[config.mk]
export PLATFORM = sky130hd
export DESIGN_NAME = can_err_report
export DESIGN_NICKNAME = d
export VERILOG_FILES = /design/src/rtl/can_err_report_pkg.sv /design/src/rtl/cerr_flag_bank.sv /design/src/rtl/cerr_code_store.sv /design/src/rtl/cerr_irq_sum.sv /design/src/rtl/can_err_report.sv
export SDC_FILE = /design/constraint.sdc
export NUM_CORES = 1
export LEC_CHECK = 0
export BUFFER_PORTS_ARGS = -buffer_cell sky130_fd_sc_hd__buf_2
export CAP_MARGIN = 30
export CORE_ASPECT_RATIO = 0.6
export CORE_MARGIN = 10
export CORE_UTILIZATION = 55
export CTS_CLUSTER_DIAMETER = 120
export DETAILED_ROUTE_END_ITERATION = 12
export PLACE_DENSITY = 0.83
export SLEW_MARGIN = 20
export SYNTH_ARGS = -nofsm -noshare
export SYNTH_HDL_FRONTEND = slang
export SYNTH_SLANG_ARGS = --single-unit
[constraint.sdc]
create_clock -name clk -period 3.1 [get_ports clk]
set_input_delay 0.155 -clock clk [delete_from_list [all_inputs] [get_ports clk]]
set_output_delay 0.155 -clock clk [all_outputs]
set_load 0.01 [all_outputs]
[src/rtl/can_err_report_pkg.sv]
package can_err_report_pkg;
  localparam int EVT_W  = 8;
  localparam int CODE_W = 7;
  localparam int DATA_W = 8;
  localparam int ADDR_W = 3;
  localparam int IRQ_BIT = 5;
  localparam logic [ADDR_W-1:0] A_FLAGS = 3'd0;
  localparam logic [ADDR_W-1:0] A_FEN   = 3'd1;
  localparam logic [ADDR_W-1:0] A_CODE  = 3'd2;
  localparam logic [ADDR_W-1:0] A_IEN   = 3'd3;
  localparam logic [ADDR_W-1:0] A_ISTS  = 3'd4;
  localparam logic [ADDR_W-1:0] A_TXC   = 3'd5;
  localparam logic [ADDR_W-1:0] A_RXC   = 3'd6;
endpackage

[src/rtl/cerr_flag_bank.sv]
module cerr_flag_bank #(
  parameter int W = 8
) (
  input  logic         clk,
  input  logic         rst,
  input  logic [W-1:0] set_i,
  input  logic         clr_we,
  input  logic [W-1:0] keep_i,
  output logic [W-1:0] flags_o
);
  for (genvar i = 0; i < W; i++) begin : g_bit
    always_ff @(posedge clk) begin
      if (rst) flags_o[i] <= 1'b0;
      else if (set_i[i]) flags_o[i] <= 1'b1;
      else if (clr_we && !keep_i[i]) flags_o[i] <= 1'b0;
    end
  end
endmodule

[src/rtl/cerr_code_store.sv]
module cerr_code_store #(
  parameter int W = 7
) (
  input  logic         clk,
  input  logic         rst,
  input  logic [W-1:0] set_i,
  input  logic         wr_i,
  input  logic [W:0]   wdata_i,
  output logic [W-1:0] code_o,
  output logic         mode_o
);
  logic [W-1:0] keep;
  logic [W-1:0] code_d;

  always_comb begin
    keep = wr_i ? wdata_i[W-1:0] : '1;
    if (!mode_o && (|set_i)) code_d = set_i;
    else                     code_d = (code_o & keep) | set_i;
  end

  always_ff @(posedge clk) begin
    if (rst) begin
      code_o <= '0;
      mode_o <= 1'b0;
    end else begin
      code_o <= code_d;
      if (wr_i) mode_o <= wdata_i[W];
    end
  end
endmodule

[src/rtl/cerr_irq_sum.sv]
module cerr_irq_sum #(
  parameter int W = 8
) (
  input  logic         clk,
  input  logic         rst,
  input  logic [W-1:0] flags_i,
  input  logic [W-1:0] en_i,
  input  logic         ien_i,
  output logic         sts_o,
  output logic         irq_o
);
  logic hit;
  assign hit = |(flags_i & en_i);

  always_ff @(posedge clk) begin
    if (rst) begin
      sts_o <= 1'b0;
      irq_o <= 1'b0;
    end else begin
      sts_o <= hit;
      irq_o <= hit & ien_i;
    end
  end
endmodule

[src/rtl/can_err_report.sv]
module can_err_report
  import can_err_report_pkg::*;
(
  input  logic              clk,
  input  logic              rst,
  input  logic              cpu_wr,
  input  logic [ADDR_W-1:0] cpu_addr,
  input  logic [DATA_W-1:0] cpu_wdata,
  output logic [DATA_W-1:0] cpu_rdata,
  input  logic [EVT_W-1:0]  evt_pulse,
  input  logic [CODE_W-1:0] code_pulse,
  input  logic [DATA_W-1:0] tx_err_cnt,
  input  logic [DATA_W-1:0] rx_err_cnt,
  output logic              irq_err
);
  logic [EVT_W-1:0]  flags_q;
  logic [EVT_W-1:0]  fen_q;
  logic [CODE_W-1:0] code_q;
  logic              mode_q;
  logic              ien_q;
  logic              sts_q;
  logic [DATA_W-1:0] txc_q;
  logic [DATA_W-1:0] rxc_q;
  logic [DATA_W-1:0] rd_d;
  logic              wr_flags;
  logic              wr_code;

  assign wr_flags = cpu_wr && (cpu_addr == A_FLAGS);
  assign wr_code  = cpu_wr && (cpu_addr == A_CODE);

  cerr_flag_bank #(.W(EVT_W)) u_flags (
    .clk(clk), .rst(rst), .set_i(evt_pulse), .clr_we(wr_flags),
    .keep_i(cpu_wdata[EVT_W-1:0]), .flags_o(flags_q)
  );

  cerr_code_store #(.W(CODE_W)) u_code (
    .clk(clk), .rst(rst), .set_i(code_pulse), .wr_i(wr_code),
    .wdata_i(cpu_wdata[CODE_W:0]), .code_o(code_q), .mode_o(mode_q)
  );

  cerr_irq_sum #(.W(EVT_W)) u_irq (
    .clk(clk), .rst(rst), .flags_i(flags_q), .en_i(fen_q), .ien_i(ien_q),
    .sts_o(sts_q), .irq_o(irq_err)
  );

  always_ff @(posedge clk) begin
    if (rst) begin
      fen_q <= '0;
      ien_q <= 1'b0;
      txc_q <= '0;
      rxc_q <= '0;
    end else begin
      txc_q <= tx_err_cnt;
      rxc_q <= rx_err_cnt;
      if (cpu_wr && cpu_addr == A_FEN) fen_q <= cpu_wdata[EVT_W-1:0];
      if (cpu_wr && cpu_addr == A_IEN) ien_q <= cpu_wdata[IRQ_BIT];
    end
  end

  always_comb begin
    rd_d = '0;
    case (cpu_addr)
      A_FLAGS: rd_d[EVT_W-1:0] = flags_q;
      A_FEN:   rd_d[EVT_W-1:0] = fen_q;
      A_CODE:  rd_d[CODE_W:0]  = {mode_q, code_q};
      A_IEN:   rd_d[IRQ_BIT]   = ien_q;
      A_ISTS:  rd_d[IRQ_BIT]   = sts_q;
      A_TXC:   rd_d            = txc_q;
      A_RXC:   rd_d            = rxc_q;
      default: rd_d            = '0;
    endcase
  end

  always_ff @(posedge clk) begin
    if (rst) cpu_rdata <= '0;
    else     cpu_rdata <= rd_d;
  end
endmodule

==> key figures, run 1 <==
Clocking
  – CTS sink cnt: 51
  – H-tree levels: 2
  – Clock Path Buffers: 2
  – Buffers inserted by post-CTS timing repair: 0
  – Root Buffer: clkbuf_8
  – TritonCTS Buffers: 5
  – CTS tree: done
  – Post-CTS sizing: 0
  – Hold_buf cts: 0
  – Worst-path clk slew: 0.08 ns
  – Clock Latency Late Sink: approximately 0.30 ns

Global route
  – Met1 usage: 17.2%
  – Global routing's busiest layer: met2
  – Met3 Use GR: 6.01%
  – M2 GR Usage: 22.6%
  – Initial antenna violation count: 0
  – Tot GR Track Use: between 10% and 20%
  – First-pass GRT wire length: 7720 um
  – Vias in the first global route: 1678
  – Total global routing overflow: 0
  – Largest net degree at the start of global routing: 47

Setup path
  – CP Capture Type: flop
  – Crit-path cells: buf_2 -> nor2b_4 -> and2_4 -> mux2i_1 -> nor2_1
  – Slowest CP cell: nor2b_4
  – Crit path DAT: 1.43 ns
  – Largest fanout on the critical path: 15
  – Worst EP required: 3.26 ns
  – CP max stage delay: 0.37 ns
  – Setup CP Type: in2reg
  – Crit start category: input pin

Timing
  – RSZ-0062 raised after global routing: false
  – Setup TNS Final: 0 ns
  – Tightest hold margin: slightly above 0.06 ns
  – Tcrit/Tclk final: 41.2%
  – Max Clock Skew: 0.0122 ns
  – Tightest Pin Transition: 0.791 ns
  – Fin. Hold Viols: 0
  – Rel. slew slack: 47.3%
  – Final Critical Period: 1.28 ns
  – Final setup violation count: 0
  – Max Transition Viols Final: 0
  – Fmax: 783 MHz

Placement
  – Gpl congestion: 0.887
  – Placed cells: 302
  – Port bufs: 53
  – Detailed Place HPWL: roughly 3500 um

Logic synthesis
  – Synth Area in Adders: 0%
  – Yosys warns: 0
  – Synth area leader: dfxtp_1
  – Synth Area in XOR/XNOR: 0%
  – EDFF count, synth: 0
  – Synth Net Count: 260
  – Top cells by count, synth: 51 x dfxtp_1, 24 x a21oi_1, 17 x nor2b_1
  – Synth Cell Area: 0.00204 mm2
  – Yosys top cell area share: 50.0%
  – Most frequent cell after synthesis: dfxtp_1
  – Synth top area cells: dfxtp_1 50%, mux2i_1 7.8%, a21oi_1 5.9%
  – Syn_area_per_cell: 9.50 um2
  – Synth Flop Type: dfxtp_1
  – Largest family of logic cells by synthesized area: compound AO/OA/AOI/OAI gates
  – Compound-Gate Fraction of Synth Area: between 10% and 20%
  – Seq/Total Area, Yosys: 50.0%
  – Mux share of post-synthesis cell area: about a tenth
  – Mapped Cells: 215
  – Synthesis-stage register bit count: 51
  – Ys async rst share: 0%
  – Simple-gate share of the synthesized area: 14.9%
  – Distinct cells, synth: 31

Power
  – Worst VDD drop: between 0.3 and 0.4 mV
  – LEAKAGE: about 1.1 nW
  – Pwr Total: approximately 1.2 mW
  – P per Cell Area: ~520 mW/mm2

Floorplanning
  – Die H: 67.2 um
  – Std cell rows: 17
  – Starting density of the core: 56.5%
  – Die Footprint: 0.00663 mm2
  – Die width: approximately 99 um
  – Core area: 0.00362 mm2
  – I/O pin count: 54

Route
  – DR iter-0 viols: 89
  – Vias after detailed routing: 1634
  – DR WL/cell: around 15 um
  – Final WL: 4610 um
  – DRT antenna net count: 0
  – First-pass DRT Iterations: 4
  – Via-to-Cell Ratio: about 5.3
  – Residual DRC: 0

Cells and area
  – Fin nets: 307
  – Area Growth Syn to Fin: 16.3%
  – Layout fillers: 312
  – Number of diodes: 0
  – Layout cell share with drive strength beyond 1: around a quarter
  – Cell Count, Final, Fillers Out: 310

Run status
  – Status: finished, final reports clean

Job
  – Max Cap Viol: 0

Hold path
  – Hold Crit Class: in2reg
## path summary, 6_finish.rpt
kind | cells past startpoint | slack, ns | from | to
setup / recovery | 5 | 1.82 | cpu_addr[0] | fen_q[7]$_SDFFE_PP0P_
hold / removal | 2 | 0.06 | tx_err_cnt[0] | txc_q[0]$_SDFF_PP0_
setup reg to reg | 4 | 1.92 | ien_q$_SDFFE_PP0P_ | cpu_rdata[5]$_SDFF_PP0_
hold reg to reg | 2 | 0.50 | u_flags.flags_o[4]$_SDFFE_PP0P_ | u_flags.flags_o[4]$_SDFFE_PP0P_
## per-layer routing
metal  vias up  part of all wire, %
li1        835                    -
met1       738                   48
met2        54                   43
met3         7                  8.1
met4         0                  1.0
met5         -                    0
## area by class of cell
cell class                      count  area (um2)  share of cell area, %
Clock buffer                        8         100                   4.21
Multi-Input combinational cell    136         875                   36.8
Sequential cell                    51        1020                   43.0
Inverter                           15        56.3                   2.37
Timing Repair Buffer               53         265                   11.2
Tap cell                           47        58.8                   2.47
## flip-flops by register name (all words and copies together) (netlist names)
name,count
u_irq.sts_o,1
txc_q,8
u_irq.irq_o,1
fen_q,8
rxc_q,8
ien_q,1
cpu_rdata,8
u_flags.flags_o,8
u_code.mode_o,1
u_code.code_o,7
## critical path: cells and delay by family
kind                   cells  cell delay (ns)
buffers and inverters      1             0.33
multiplexers               1             0.22
AND/OR/NAND/NOR            3             0.72
## metrics by stage
stage / util (%) / setup WS (ns) / instance area [um2]
final: 65.7 / 1.82 / 2380
after global routing: 65.7 / 1.72 / 2380
after CTS: 65.7 / 1.84 / 2380
after detailed placement: 62.9 / 1.52 / 2280
after global placement: 62.9 / 1.57 / 2280
after floorplan: - / 1.99 / 2040
## cells by family after synthesis
kind of cell / Yosys count
compound gates: 62
buf+inv: 28
flops: 51
mux: 19
simple gates: 55
## where the power goes
group | internal (mW) | switching, mW | total (mW)
Clock | 0.204 | 0.204 | 0.408
Sequential | 0.687 | 0.0149 | 0.702
Combinational | 0.0594 | 0.0685 | 0.128
Total | 0.950 | 0.287 | 1.24
## layout by cell type, fill, tap and decap left out, drive strengths merged, types with 2 or more instances in the layout
master,n
o211ai,7
buf,53
a22oi,10
and2,2
nand2,10
and3,5
dfxtp,51
mux2i,16
nor2,12
mux2,3
inv,15
o21ai,14
nor2b,19
clkbuf,8
a21o,2
a221oi,2
nand3,3
a21oi,24
No activity file was read; power rests on OpenSTA's default activity.
==> run 2: changes to the inputs <==
--- a/config.mk
+++ b/config.mk
@@ -9,10 +9,10 @@
 export CAP_MARGIN = 30
 export CORE_ASPECT_RATIO = 0.6
 export CORE_MARGIN = 10
-export CORE_UTILIZATION = 55
+export CORE_UTILIZATION = 51
 export CTS_CLUSTER_DIAMETER = 120
 export DETAILED_ROUTE_END_ITERATION = 12
-export PLACE_DENSITY = 0.83
+export PLACE_DENSITY = 0.78
 export SLEW_MARGIN = 20
 export SYNTH_ARGS = -nofsm -noshare
 export SYNTH_HDL_FRONTEND = slang
==> constraint.sdc (replaced) <==
create_clock -name clk -period 1.2 [get_ports clk]
set_input_delay 0.06 -clock clk [delete_from_list [all_inputs] [get_ports clk]]
set_output_delay 0.06 -clock clk [all_outputs]
set_load 0.01 [all_outputs]
==> run 2 against run 1 <==
The flow now finishes with violations (negative hold slack). Design area up 14%. Clock skew is 0.0024 ns lower. Via count grew 10%. Critical path type is now reg2reg. Cell count increased by 11%. Largest power group unchanged. Power rose to 2.6 times the previous value. Highest routed layer unchanged.
==> key figures, run 2 (synthesis gave the netlist of run 1 again) <==
Floorplanning
  – I/O pin count: 54 (unchanged)
  – Die Footprint: 0.00702 mm2 (was 0.00663 mm2)
  – Starting density of the core: 54.3% (was 56.5%)
  – Core area: 0.00376 mm2 (was 0.00362 mm2)
  – Std cell rows: 17 (unchanged)
  – Die H: 69.0 um (was 67.2 um)
  – Die width: 102 um (was 98.7 um)

Timing
  – Final setup violation count: 0 (unchanged)
  – Max Transition Viols Final: 0 (unchanged)
  – Tightest hold margin: -0.000695 ns (was 0.0610 ns)
  – Tightest Pin Transition: 0.392 ns (was 0.791 ns)
  – Fmax: 895 MHz
  – Rel. slew slack: 73.9% (was 47.3%)
  – Max Clock Skew: 0.00981 ns (was 0.0122 ns)
  – Tcrit/Tclk final: 93.1%
  – RSZ-0062 raised after global routing: false (unchanged)
  – Fin. Hold Viols: 1 (was 0)
  – Setup TNS Final: 0 ns (unchanged)
  – Final Critical Period: 1.12 ns

Hold path
  – Hold Crit Class: in2reg (unchanged)

Cells and area
  – Layout fillers: 297 (was 312)
  – Layout cell share with drive strength beyond 1: 25.5% (was 25.1%)
  – Most frequent cells in the layout: 53 x buf_2, 51 x dfxtp_1, 25 x dlygate4sd3_1 (was 53 x buf_2, 51 x dfxtp_1, 24 x a21oi_1)
  – Cell Count, Final, Fillers Out: 345 (was 310)
  – Number of diodes: 0 (unchanged)
  – Fin nets: 342 (was 307)
  – Register area: 0.00102 mm2 (unchanged)
  – Most common cell after layout, fill and taps aside: buf_2 (unchanged)
  – Area Growth Syn to Fin: 32.7% (was 16.3%)
  – Multi-input gate area: 875 um2 (unchanged)

Clocking
  – Clock Path Buffers: 2 (unchanged)
  – Clock Latency Late Sink: 0.30 ns (about the same)
  – CTS sink cnt: 51 (unchanged)
  – H-tree levels: 2 (unchanged)
  – TritonCTS Buffers: 5 (unchanged)
  – Worst-path clk slew: 0.09 ns (was 0.08 ns)
  – Root Buffer: clkbuf_8 (unchanged)
  – Post-CTS sizing: 0 (unchanged)
  – CTS tree: done (unchanged)

Setup path
  – Crit path DAT: 1.30 ns (was 1.43 ns)
  – Worst setup path end: cpu_rdata[5]$_SDFF_PP0_ (was fen_q[7]$_SDFFE_PP0P_)
  – Crit path from: ien_q$_SDFFE_PP0P_ (was cpu_addr[0])
  – Worst Reg-to-Reg Cells: 4 (unchanged)
  – Crit start category: flop (was input pin)
  – Worst EP required: 1.39 ns (was 3.26 ns)
  – Register-to-register setup slack: 0.08 ns (was 1.92 ns)
  – Setup CP Type: reg2reg (was in2reg)
  – CP Capture Type: flop (unchanged)
  – Largest fanout on the critical path: 3 (was 15)
  – FF-to-FF Start: ien_q$_SDFFE_PP0P_ (unchanged)
  – Worst r2r dst: cpu_rdata[5]$_SDFF_PP0_ (unchanged)

Route
  – Final WL: 5100 um (was 4610 um)
  – DRT antenna net count: 0 (unchanged)
  – DR iter-0 viols: 137 (was 89)
  – Residual DRC: 0 (unchanged)
  – First-pass DRT Iterations: 4 (unchanged)
  – Via-to-Cell Ratio: 5.22 (was 5.27)
  – DR WL/cell: 14.8 um (was 14.9 um)
  – Vias after detailed routing: 1802 (was 1634)

Global route
  – Met1 usage: 19.7% (was 17.2%)
  – Largest net degree at the start of global routing: 46 (was 47)
  – Initial antenna violation count: 0 (unchanged)
  – Total global routing overflow: 0 (unchanged)
  – M2 GR Usage: 21.1% (was 22.6%)
  – Tot GR Track Use: 14.6% (was 14.1%)
  – Met3 Use GR: 4.96% (was 6.01%)
  – Global routing's busiest layer: met2 (unchanged)
  – Vias in the first global route: 1759 (was 1678)
  – First-pass GRT wire length: 8430 um (was 7720 um)

Power
  – LEAKAGE: 1.23 nW (was 1.08 nW)
  – P per Cell Area: 1180 mW/mm2 (was 521 mW/mm2)
  – Worst VDD drop: 0.800 mV (was 0.320 mV)

Job
  – Max Cap Viol: 0 (unchanged)

Placement
  – Port bufs: 53 (unchanged)
  – Detailed Place HPWL: 3740 um (was 3500 um)
  – Placed cells: 312 (was 302)
  – Gpl congestion: 0.827 (was 0.887)

Run status
  – Failing checks: negative hold slack
  – Status: finished, violations left (was finished, final reports clean)
run 2: stage by stage:
step           power [mW]  setup slack [ns]  utilization [%]  cell area, um2
2_1_floorplan        2.06             0.145                -            2040
3_3_place_gp         2.21            0.0836             63.1            2380
3_5_place_dp         2.22           0.00966             63.1            2380
4_1_cts              3.19            0.0802             72.0            2710
5_1_grt              3.33            0.0461             72.0            2710
6_report             3.20            0.0830             72.0            2710
run 2: repair_timing:
action	4_1_cts	5_1_grt
buffers inserted	0	0
hold endpoints to repair	25	0
hold buffers	25	0
run 2: worst min path at each step:
stage                     depth (start not counted)     startpoint  slack (ns)                          end
after floorplan                                   1  rx_err_cnt[0]        0.19          rxc_q[0]$_SDFF_PP0_
after global routing                              3  code_pulse[4]        0.02  u_code.code_o[4]$_SDFF_PP0_
final                                             3  code_pulse[4]     -0.0007  u_code.code_o[4]$_SDFF_PP0_
after CTS                                         3  code_pulse[4]      0.0007  u_code.code_o[4]$_SDFF_PP0_
after global placement                            2  rx_err_cnt[6]        0.27          rxc_q[6]$_SDFF_PP0_
after detailed placement                          2  rx_err_cnt[6]        0.27          rxc_q[6]$_SDFF_PP0_
run 2: power by group:
part	internal [mW]	switching [mW]	leakage, nW	total (mW)
logic	0.236	0.196	0.766	0.432
registers	1.77	0.0414	0.421	1.82
clock network	0.408	0.540	0.0412	0.948
run 2: critical path, stage by stage (launching register included):
cell,delay [ns]
dfxtp_1,0.33
mux2_2,0.26
a221oi_1,0.24
a21o_1,0.12
a21oi_1,0.05
run 2: final cells by class:
class,instances,area share [%]
multi-input combinational,136,32.3
timing repair buffer,88,22.7
inverter,15,2.08
clock buffer,6,2.68
clock inverter,2,0.461
tap,47,2.17
sequential,51,37.7
run 2: layer usage:
metal / vias up / wire length [um]
met5: - / 0
met4: 0 / 64
met3: 9 / 428
met2: 65 / 2300
met1: 824 / 2310
li1: 904 / -
==> run 3: changes to the inputs <==
--- a/config.mk
+++ b/config.mk
@@ -13,6 +13,7 @@
 export CTS_CLUSTER_DIAMETER = 120
 export DETAILED_ROUTE_END_ITERATION = 12
 export PLACE_DENSITY = 0.78
+export SETUP_SLACK_MARGIN = 0.4
 export SLEW_MARGIN = 20
 export SYNTH_ARGS = -nofsm -noshare
 export SYNTH_HDL_FRONTEND = slang
==> run 3 against run 2 <==
The flow now finishes without violations. Sequential cell count is the same. Combinational power up 11%. First-iteration DRC count down 43%. Critical endpoint unchanged. Largest cell class unchanged.
==> key figures, run 3 (synthesis gave the netlist of run 1 again) <==
Placement
  – Gpl congestion: 0.865 (was 0.827)
  – Port bufs: 53 (unchanged)
  – Detailed Place HPWL: 3860 um (was 3740 um)

Clocking
  – Clock Path Buffers: 2 (unchanged)
  – Clock Latency Late Sink: 0.30 ns (about the same)
  – CTS sink cnt: 51 (unchanged)
  – CTS tree: done (unchanged)
  – Worst-path clk slew: 0.09 ns (about the same)
  – TritonCTS Buffers: 5 (unchanged)
  – Buffers inserted by post-CTS timing repair: 0 (unchanged)
  – H-tree levels: 2 (unchanged)
  – Root Buffer: clkbuf_8 (unchanged)

Global route
  – Largest net degree at the start of global routing: 46 (unchanged)
  – Global routing's busiest layer: met2 (unchanged)
  – Met1 usage: 19.3% (was 19.7%)
  – M2 GR Usage: 22.5% (was 21.1%)
  – Total global routing overflow: 0 (unchanged)
  – Initial antenna violation count: 0 (unchanged)
  – Tot GR Track Use: 15.0% (was 14.6%)
  – First-pass GRT wire length: 8610 um (was 8430 um)
  – Vias in the first global route: 1799 (was 1759)
  – Met3 Use GR: 5.26% (was 4.96%)

Setup path
  – Crit path DAT: 1.32 ns (was 1.30 ns)
  – Setup CP Type: reg2reg (unchanged)
  – CP Capture Type: flop (unchanged)
  – Largest fanout on the critical path: 3 (unchanged)
  – Worst EP required: 1.39 ns (about the same)
  – Crit start category: flop (unchanged)

Route
  – Final WL: 5400 um (was 5100 um)
  – DR iter-0 viols: 78 (was 137)
  – Vias after detailed routing: 1786 (was 1802)
  – Residual DRC: 0 (unchanged)
  – DR WL/cell: 15.7 um (was 14.8 um)
  – Via-to-Cell Ratio: 5.21 (was 5.22)
  – First-pass DRT Iterations: 4 (unchanged)
  – DRT antenna net count: 0 (unchanged)

Floorplanning
  – Core area: 0.00376 mm2 (unchanged)
  – Die Footprint: 0.00702 mm2 (unchanged)
  – Die width: 102 um (unchanged)
  – Std cell rows: 17 (unchanged)
  – Die H: 69.0 um (unchanged)
  – Starting density of the core: 54.3% (unchanged)
  – I/O pin count: 54 (unchanged)

Power
  – P per Cell Area: 1170 mW/mm2 (was 1180 mW/mm2)
  – LEAKAGE: 1.26 nW (was 1.23 nW)
  – Worst VDD drop: 0.811 mV (was 0.800 mV)

Cells and area
  – Layout cell share with drive strength beyond 1: 37.2% (was 25.5%)
  – Area Growth Syn to Fin: 39.9% (was 32.7%)
  – Layout fillers: 272 (was 297)
  – Fin nets: 340 (was 342)
  – Multi-input gate area: 970 um2 (was 875 um2)
  – Fin util: 75.9% (was 72.0%)
  – Register area: 0.00104 mm2 (was 0.00102 mm2)
  – Number of diodes: 0 (unchanged)
  – Most common cell after layout, fill and taps aside: buf_2 (unchanged)
  – Most frequent cells in the layout: 49 x buf_2, 32 x dfxtp_1, 23 x a21oi_1, 23 x dlygate4sd3_1, 19 x dfxtp_2 (was 53 x buf_2, 51 x dfxtp_1, 25 x dlygate4sd3_1)

Timing
  – RSZ-0062 raised after global routing: true (was false)
  – Final Critical Period: 1.13 ns (was 1.12 ns)
  – Tightest Pin Transition: 0.279 ns (was 0.392 ns)
  – Setup TNS Final: 0 ns (unchanged)
  – Fin. Hold Viols: 0 (was 1)
  – Max Clock Skew: 0.00554 ns (was 0.00981 ns)
  – Tcrit/Tclk final: 94.3% (was 93.1%)
  – Fmax: 884 MHz (was 895 MHz)
  – Max Transition Viols Final: 0 (unchanged)
  – Final setup violation count: 0 (unchanged)
  – Rel. slew slack: 81.3% (was 73.9%)

Job
  – Max Cap Viol: 0 (unchanged)

Hold path
  – Hold Crit Class: in2reg (unchanged)

Run status
  – Status: finished, final reports clean (was finished, violations left)
-- run 3: metrics by stage --
stage	std cells	total power, mW	hold WS (ns)	cell area [um2]	setup WS (ns)
floorplan	215	2.07	0.188	2100	0.171
global placement	312	2.24	0.272	2430	0.110
detailed placement	312	2.25	0.273	2430	0.0653
CTS	343	3.35	0.00864	2810	0.0800
global route	343	3.48	0.0244	2860	0.0255
finish	343	3.36	0.0157	2860	0.0684
-- run 3: what timing repair did --
item / 4_1_cts / 5_1_grt
hold buffers: 23 / 0
hold endpoints to repair: 23 / 0
setup endpoints to repair: 22 / 34
resized for setup: 25 / 13
gates cloned: 0 / 0
pin swaps: 17 / 10
-- run 3: area by class of cell --
type	count	area share, %
Tap cell	47	2.06
Clock buffer	8	3.50
Multi-Input combinational cell	136	33.9
Timing Repair Buffer	86	22.0
Inverter	15	1.97
Sequential cell	51	36.5
-- run 3: critical path, stage by stage (launching register included) --
cell and delay (ns):
dfxtp_1 0.33, mux2_2 0.27, a221oi_2 0.24, a21o_1 0.12
a21oi_1 0.06
-- run 3: path summary, 6_finish.rpt --
check / to / cells after the start / slack [ns] / startpoint
setup / recovery: cpu_rdata[5]$_SDFF_PP0_ / 4 / 0.07 / ien_q$_SDFFE_PP0P_
hold / removal: u_code.code_o[3]$_SDFF_PP0_ / 3 / 0.02 / code_pulse[3]
setup reg to reg: cpu_rdata[5]$_SDFF_PP0_ / 4 / 0.07 / ien_q$_SDFFE_PP0P_
hold reg to reg: u_code.mode_o$_SDFFE_PP0N_ / 2 / 0.49 / u_code.mode_o$_SDFFE_PP0N_
-- run 3: routing by layer --
| metal | vias up | part of all wire, % |
|---|---|---|
| li1 | 903 | - |
| met1 | 817 | 46 |
| met2 | 57 | 45 |
| met3 | 9 | 7.6 |
| met4 | 0 | 1.4 |
| met5 | - | 0 |
-- run 3: where the power goes --
part / switching (mW) / internal [mW]
combinational: 0.219 / 0.260
sequential: 0.0472 / 1.78
clock: 0.524 / 0.526
total: 0.791 / 2.57
